**src/rtl/ep_test_engine.sv**
```systemverilog
module ep_test_engine #(
  parameter logic [31:0] LFSR_SEED = 32'h0000_ACE1,
  parameter logic [31:0] LFSR_POLY = 32'h8020_0003
) (
  input  logic        clk,
  input  logic        rst_n,
  input  logic        reg_en,
  input  logic        reg_we,
  input  logic [5:0]  reg_addr,
  input  logic [31:0] reg_wdata,
  output logic [31:0] reg_rdata,
  output logic        mem_req,
  output logic        mem_we,
  output logic [31:0] mem_addr,
  output logic [31:0] mem_wdata,
  input  logic        mem_ack,
  input  logic [31:0] mem_rdata,
  input  logic        mem_err,
  output logic        irq_req,
  output logic [1:0]  irq_type,
  output logic [31:0] irq_num
);
  typedef enum logic [1:0] {S_IDLE, S_RD, S_WR, S_FIN} state_t;
  localparam logic [1:0] OP_RD = 2'd0, OP_WR = 2'd1, OP_CP = 2'd2;

  state_t      state;
  logic [31:0] magic, src, dst, size, csum, inum, acc, lfsr, hold;
  logic [5:0]  cmd_q;
  logic [8:0]  status;
  logic [1:0]  itype, op;
  logic [29:0] idx;
  logic        err, abort;

  wire        busy     = (state != S_IDLE) || (cmd_q != 6'd0);
  wire [29:0] nwords   = size[31:2];
  wire        last     = idx == nwords - 30'd1;
  wire        src_bad  = (src == 32'd0) || (src[1:0] != 2'b00);
  wire        dst_bad  = (dst == 32'd0) || (dst[1:0] != 2'b00);
  wire        need_src = cmd_q[3] || (!cmd_q[4] && cmd_q[5]);
  wire        need_dst = !cmd_q[3] && (cmd_q[4] || cmd_q[5]);
  wire        bad_s    = need_src && src_bad;
  wire        bad_d    = need_dst && dst_bad;
  wire [1:0]  new_op   = cmd_q[3] ? OP_RD : (cmd_q[4] ? OP_WR : OP_CP);
  wire [31:0] lfsr_nx  = {1'b0, lfsr[31:1]} ^ (lfsr[0] ? LFSR_POLY : 32'd0);
  wire        fail     = abort || err || (op == OP_RD && acc != csum);

  assign mem_req   = (state == S_RD) || (state == S_WR);
  assign mem_we    = state == S_WR;
  assign mem_addr  = ((state == S_WR) ? dst : src) + {idx, 2'b00};
  assign mem_wdata = (op == OP_CP) ? hold : lfsr;

  always_ff @(posedge clk) begin
    if (!rst_n) begin
      state <= S_IDLE; magic <= '0; src <= '0; dst <= '0; size <= '0;
      csum <= '0; inum <= '0; acc <= '0; lfsr <= '0; hold <= '0;
      cmd_q <= '0; status <= '0; itype <= '0; op <= '0; idx <= '0;
      err <= 1'b0; abort <= 1'b0; reg_rdata <= '0;
      irq_req <= 1'b0; irq_type <= '0; irq_num <= '0;
    end else begin
      irq_req <= 1'b0;
      if (reg_en && reg_we) begin
        case (reg_addr[5:2])
          4'd0: magic <= reg_wdata;
          4'd1: if (!busy) begin cmd_q <= reg_wdata[5:0]; status <= '0; end
          4'd3: src   <= reg_wdata;
          4'd4: dst   <= reg_wdata;
          4'd5: size  <= reg_wdata;
          4'd6: csum  <= reg_wdata;
          4'd7: itype <= reg_wdata[1:0];
          4'd8: inum  <= reg_wdata;
          default: ;
        endcase
      end
      if (reg_en && !reg_we) begin
        case (reg_addr[5:2])
          4'd0: reg_rdata <= magic;
          4'd1: reg_rdata <= {26'd0, cmd_q};
          4'd2: reg_rdata <= {23'd0, status};
          4'd3: reg_rdata <= src;
          4'd4: reg_rdata <= dst;
          4'd5: reg_rdata <= size;
          4'd6: reg_rdata <= csum;
          4'd7: reg_rdata <= {30'd0, itype};
          4'd8: reg_rdata <= inum;
          default: reg_rdata <= '0;
        endcase
      end
      case (state)
        S_IDLE: if (cmd_q != 6'd0) begin
          cmd_q <= '0;
          if (cmd_q[5:3] != 3'd0) begin
            op <= new_op; idx <= '0; acc <= '0; lfsr <= LFSR_SEED; err <= 1'b0;
            abort <= bad_s || bad_d;
            if (bad_s || bad_d) begin
              status <= {bad_d, bad_s, 7'd0};
              state  <= S_FIN;
            end else if (nwords == 30'd0) state <= S_FIN;
            else state <= (new_op == OP_WR) ? S_WR : S_RD;
          end else begin
            irq_req  <= 1'b1;
            irq_type <= cmd_q[0] ? 2'd0 : (cmd_q[1] ? 2'd1 : 2'd2);
            irq_num  <= inum;
          end
        end
        S_RD: if (mem_ack) begin
          acc <= acc ^ mem_rdata;
          err <= err | mem_err;
          if (op == OP_CP) begin hold <= mem_rdata; state <= S_WR; end
          else if (last) state <= S_FIN;
          else idx <= idx + 30'd1;
        end
        S_WR: if (mem_ack) begin
          err <= err | mem_err;
          if (op == OP_WR) begin acc <= acc ^ lfsr; lfsr <= lfsr_nx; end
          if (last) state <= S_FIN;
          else begin
            idx   <= idx + 30'd1;
            state <= (op == OP_CP) ? S_RD : S_WR;
          end
        end
        S_FIN: begin
          status   <= status | (9'd1 << {op, fail});
          if (op == OP_WR && !abort) csum <= acc;
          irq_req  <= 1'b1;
          irq_type <= itype;
          irq_num  <= inum;
          state    <= S_IDLE;
        end
        default: state <= S_IDLE;
      endcase
    end
  end
endmodule


```
**config.mk**
```make
export PLATFORM = sky130hd
export DESIGN_NAME = ep_test_engine
export DESIGN_NICKNAME = d
export VERILOG_FILES = /design/src/rtl/ep_test_engine.sv
export SDC_FILE = /design/constraint.sdc
export NUM_CORES = 1
export LEC_CHECK = 0
export BUFFER_PORTS_ARGS = -buffer_cell sky130_fd_sc_hd__buf_2
export CORE_ASPECT_RATIO = 1.4
export CORE_MARGIN = 4
export CORE_UTILIZATION = 54
export DETAILED_ROUTE_END_ITERATION = 8
export MAX_ROUTING_LAYER = met4
export PLACE_DENSITY = 0.74
export SKIP_CTS_REPAIR_TIMING = 1
export SLEW_MARGIN = 10
export SYNTH_ARGS = -nofsm -noshare
export SYNTH_HDL_FRONTEND = slang
export SYNTH_SLANG_ARGS = --single-unit
export TNS_END_PERCENT = 20
```
**constraint.sdc**
```tcl
create_clock -name clk -period 5.65 [get_ports clk]
set_input_delay 0.2825 -clock clk [delete_from_list [all_inputs] [get_ports clk]]
set_output_delay 0.2825 -clock clk [all_outputs]
set_load 0.02 [all_outputs]
```
## After elaboration in Yosys (flattened, before gate mapping)

Index checks and enable logic that the tools add are counted.
W data, S select, Z words.

| storage, ports and cells | value |
|---|---|
| flip-flop bits (word level) | 408 |
| input port bits | 76 |

| operators by class | value |
|---|---|
| add/subtract/negate cells | 3 |
| equality and inequality tests | 25 |
| shift-type cells | 1 |
| multiplexer cells | 67 |
| bitwise gates (word level) | 5 |
| reductions and logical operators | 51 |

Operator list:

| kind | count |
|---|---|
| $mux W32 | 18 |
| $pmux W32 S9 | 1 |
| $mux W30 | 6 |
| $pmux W32 S2 | 2 |
| $pmux W32 S3 | 1 |
| $pmux W30 S3 | 1 |
| $logic_not A32 Y1 | 2 |
| $xor A32 B32 Y32 | 2 |
| $mux W9 | 6 |
| $mux W2 | 17 |
| $add A32 B32 Y32 | 1 |
| $ne A32 B32 Y1 | 1 |
| $xor A31 B32 Y32 | 1 |
| $add A30 B1 Y30 const B | 1 |
| $eq A30 B30 Y1 | 1 |
| $logic_not A30 Y1 | 1 |
| $mux W6 | 5 |
| $sub A30 B1 Y30 const B | 1 |
| $pmux W9 S2 | 1 |
| $eq A4 B3 Y1 const B | 4 |
| $reduce_and A2 Y1 | 6 |
| $reduce_and A6 Y1 | 2 |
| $reduce_bool A2 Y1 | 6 |
| $ne A2 B2 Y1 const B | 5 |
| 25 further kinds | 60 |

## Logic depth before layout (Yosys ltp)

| logic depth | value |
|---|---|
| word-level depth | 9 |
| gate-level depth with buffers | 17 |
| depth with buffers taken out | 14 |

## Least setup slack after synthesis

Ideal clock, no wire load.

| path | value |
|---|---|
| path kind | flip-flop to output port |
| start point | register state[0] |
| end point | output port mem_addr[31] |
| arrival | 4.731 ns |
| setup slack | 0.636 ns |
| stages on the path, launching flop included | 17 |
| buffers on the path | 3 |
| cell sequence | dfxtp_1 > inv_1 > ha_1 > clkbuf_1 > clkbuf_1 > clkbuf_1 > mux2_2 > ha_1 > a211oi_1 > o21ai_0 > a31oi_1 > o21ai_0 > a221oi_1 > o211ai_1 > o41ai_1 > mux2i_1 > nand4_1 |

| between the ends | value |
|---|---|
| longest elaborated chain between the ends | 3 |

RTL lines:

| item | RTL line | source |
|---|---|---|
| start, declared | 26 | `state_t state;` |
| start signal, assigned | 98 | `else state <= (new_op == OP_WR) ? S_WR : S_RD;` |
| start signal, assigned | 118 | `state <= (op == OP_CP) ? S_RD : S_WR;` |
| $eq A2 B2 Y1 | -- |  |
| via mem_we | 13 | `output logic mem_we,` |
| $mux W32 | 49 | `assign mem_addr = ((state == S_WR) ? dst : src) + {idx, 2'b00};` |
| $add A32 B32 Y32 | 49 |  |
| end, declared | 14 | `output logic [31:0] mem_addr,` |

The timed path passes the listed nets, and every way through them passes these cells.

## Worst setup path in the final report

| path | value |
|---|---|
| start point | register state[0] |
| end point | output port mem_addr[31] |

| between the ends | value |
|---|---|
| longest elaborated chain between the ends | 3 |

RTL lines:

| item | RTL line |
|---|---|
| $eq A2 B2 Y1 | 49 |
| $mux W32 | 49 |
| $add A32 B32 Y32 | 49 |

No other way between the ends.

==> results.json <==
{
  "syn-mean-instance-area_sq_um": 7.59,
  "clk_path_buf_depth": 3,
  "gp_congestion": 0.983,
  "fin_nets": 2971,
  "r2r-end": "idx[17]",
  "tightest_slew_ns": 1.29,
  "clkSinkCount": 408,
  "skew_ns": 0.0209,
  "whs_path_depth": 3,
  "worstReg2RegStart": "state[0]",
  "final_util_pct": 61.7,
  "met3_length_mm": 5.12,
  "synthMuxAreaShare_pct": 7.39,
  "cp_cell_sequence": "inv_1, ha_4, buf_4, mux2_2, ha_1, a21oi_1, o21ai_0, nor4_1, o21ai_0, a221oi_1, o211ai_1, o41ai_1, mux2i_1, nand4_1, buf_2",
  "syn-num-nets": 2879,
  "slowest_delay_ns": 0.58,
  "rrSetupSlack_ns": 1.61,
  "synth_compound_area_share_pct": 18.4,
  "yosys_warnings": 0,
  "vdd_drop_max_v": 0.000270,
  "cts_max_level": 2,
  "areaGrowthSynthToFinish_pct": 13.1,
  "grt_setup_unrepaired": "false",
  "max_freq_mhz": 190,
  "drt.antenna.violating_nets": 0,
  "critPathKind": "register to primary output",
  "drt-initial-drc-count": 1772,
  "period_share_pct": 92.9,
  "cts_made_buffers": 42,
  "synth_seq_area_share_pct": 38.9,
  "status": "finished with violations",
  "synth_cell_types": 68,
  "start_kind": "register",
  "hp-start": "mem_rdata[2]",
  "cts_tree": "done",
  "clock_latency_ns": 0.56,
  "fp.dieW_um": 175,
  "drive_gt1_share_pct": 12.6,
  "synth_top_flop_cell": "dfxtp_1",
  "grt_usage_pct": 31.6,
  "grt_pass1_vias": 18921,
  "hold_end": "hold[2]",
  "synth_top_family_by_area": "simple AND/OR/NAND/NOR gates",
  "required_ns": 5.37,
  "syn-cell-area_sq_mm": 0.0210,
  "dieArea_sq_mm": 0.0422,
  "dpl-instance-area_sq_mm": 0.0222,
  "start_util_pct": 54.6,
  "via_per_inst": 6.02,
  "rows": 85,
  "p_per_area_mw_per_mm2": 312,
  "reg2reg_depth": 10,
  "min_period_ns": 5.25,
  "routed.top_layer": "met4",
  "fp.dieH_um": 241,
  "critPathSlowestCell": "a221oi_1",
  "whs_ns": -0.0214,
  "synthArstFlopShare_pct": 0,
  "synth_enable_flop_cells": 0,
  "wl_met1_mm": 27.1,
  "max_cap_violations": 0,
  "io_pins": 209,
  "end_kind": "primary output",
  "setup_violations": 0,
  "final_area_sq_mm": 0.0237,
  "gr-total-overflow": 0,
  "wl_per_cell_um": 20.1,
  "firstDrtPassIters": 6,
  "dr_wl_met2_mm": 32.6,
  "hold_class": "primary input to register",
  "vias": 20566,
  "synthAdderAreaFrac_pct": 2.24,
  "grt_max_degree": 235,
  "finalSetupTns_ns": 0,
  "yosys_register_bits": 408,
  "cp_max_fo": 24,
  "slew_violations": 0,
  "hold_viol": 9,
  "dp_hpwl_mm": 49.5,
  "syn_inst": 2766,
  "stdcell_count": 3415,
  "synth-simple-area-share_pct": 24.6,
  "synth_xor_xnor_area_share_pct": 4.17,
  "layout_commonest_cell": "nand2_1",
  "antenna_found_initial": 3,
  "slew_headroom_pct": 14.3,
  "violations": "negative hold slack",
  "crit_arrival_ns": 4.97,
  "clk_pin_slew_ns": 0.06,
  "p_leak_nw": 8.90,
  "startpoint": "state[0]",
  "cts_root_buffer": "clkbuf_16",
  "cp_common_cell": "o21ai_0",
  "final_cell_mix": "nand2_1 (666), dfxtp_1 (408), a21oi_1 (377)",
  "io_buffers": 206,
  "drt_drc_violations_left": 0,
  "dp_cells": 3316,
  "wl_mm": 68.5,
  "grt_pass1_wl_mm": 105,
  "core_region_area_sq_mm": 0.0385
}
## final cells by class
type,instances,area [sq um]
timing repair buffer,257,1480
multi-input combinational,2131,12000
tap,522,653
fill,3487,14800
antenna,3,7.51
clock inverter,12,120
inverter,18,75.1
sequential,408,8170
clock buffer,64,1250
## power by group
group / leakage [nW] / total (mW) / internal (mW) / switching, mW
logic: 4.94 / 1.52 / 0.482 / 1.04
registers: 3.29 / 3.11 / 2.98 / 0.124
clock network: 0.671 / 2.78 / 1.59 / 1.20
total: 8.90 / 7.42 / 5.05 / 2.36
## how the worst max path moves through the flow
| stage | end | slack [ns] | depth (start not counted) |
|---|---|---|---|
| finish | mem_addr[31] | 0.40 | 15 |
| global route | mem_addr[31] | 0.007 | 15 |
| CTS | mem_addr[31] | 0.39 | 15 |
| detailed placement | mem_addr[31] | 0.98 | 15 |
| global placement | mem_addr[31] | 0.98 | 15 |
| floorplan | mem_addr[31] | 0.64 | 16 |
## metrics by stage
step	power (mW)	worst slack, ns
2_1_floorplan	4.21	0.636
3_3_place_gp	4.62	0.976
3_5_place_dp	4.66	0.983
4_1_cts	7.42	0.389
5_1_grt	7.71	0.00688
6_report	7.42	0.400
## Yosys cell counts, types with 13 or more instances
| cell | count | area, sq um |
|---|---|---|
| nand2_1 | 666 | 2500 |
| dfxtp_1 | 408 | 8170 |
| a21oi_1 | 379 | 1900 |
| nor2_1 | 206 | 773 |
| clkbuf_1 | 189 | 709 |
| mux2i_1 | 119 | 1190 |
| o21ai_0 | 95 | 475 |
| xnor2_1 | 76 | 666 |
| nand3_1 | 53 | 265 |
| or3_1 | 49 | 307 |
| nor3_1 | 47 | 235 |
| a211oi_1 | 42 | 315 |
| ha_1 | 36 | 450 |
| a22oi_1 | 33 | 248 |
| mux2_2 | 32 | 360 |
| nand4_1 | 32 | 200 |
| a221oi_1 | 30 | 263 |
| nor4_1 | 30 | 188 |
| xor2_1 | 24 | 210 |
| inv_1 | 17 | 63.8 |
| nand2b_1 | 17 | 106 |
| and3_1 | 15 | 93.8 |
| or4_1 | 14 | 105 |
| a21o_1 | 13 | 97.6 |
## routing by layer
layer	global-route usage [%]	vias to the layer above
li1	-	9805
met1	38.8	9695
met2	52.1	881
met3	4.18	185
met4	14.9	0
met5	-	-
## worst max-delay path, delay by kind of cell (launching register included)
| kind | cells | cell delay [ns] |
|---|---|---|
| AOI/OAI and AO/OA | 6 | 1.92 |
| muxes | 2 | 0.65 |
| buffers and inverters | 3 | 0.65 |
| DFF | 1 | 0.35 |
| adders and majority gates | 2 | 0.60 |
| and+or+nand+nor | 2 | 0.24 |
## kinds of logic (layout without fill, tap and decap cells)
logic type,after synthesis,in the layout
AOI/OAI and AO/OA,666,666
xor gates and xnor gates,100,100
adders and majority gates,37,37
buffers and inverters,227,351
DFF,408,408
muxes,151,151
other,0,3
and+or+nand+nor,1177,1177
Note: power is estimated with default switching activity, not from simulation.
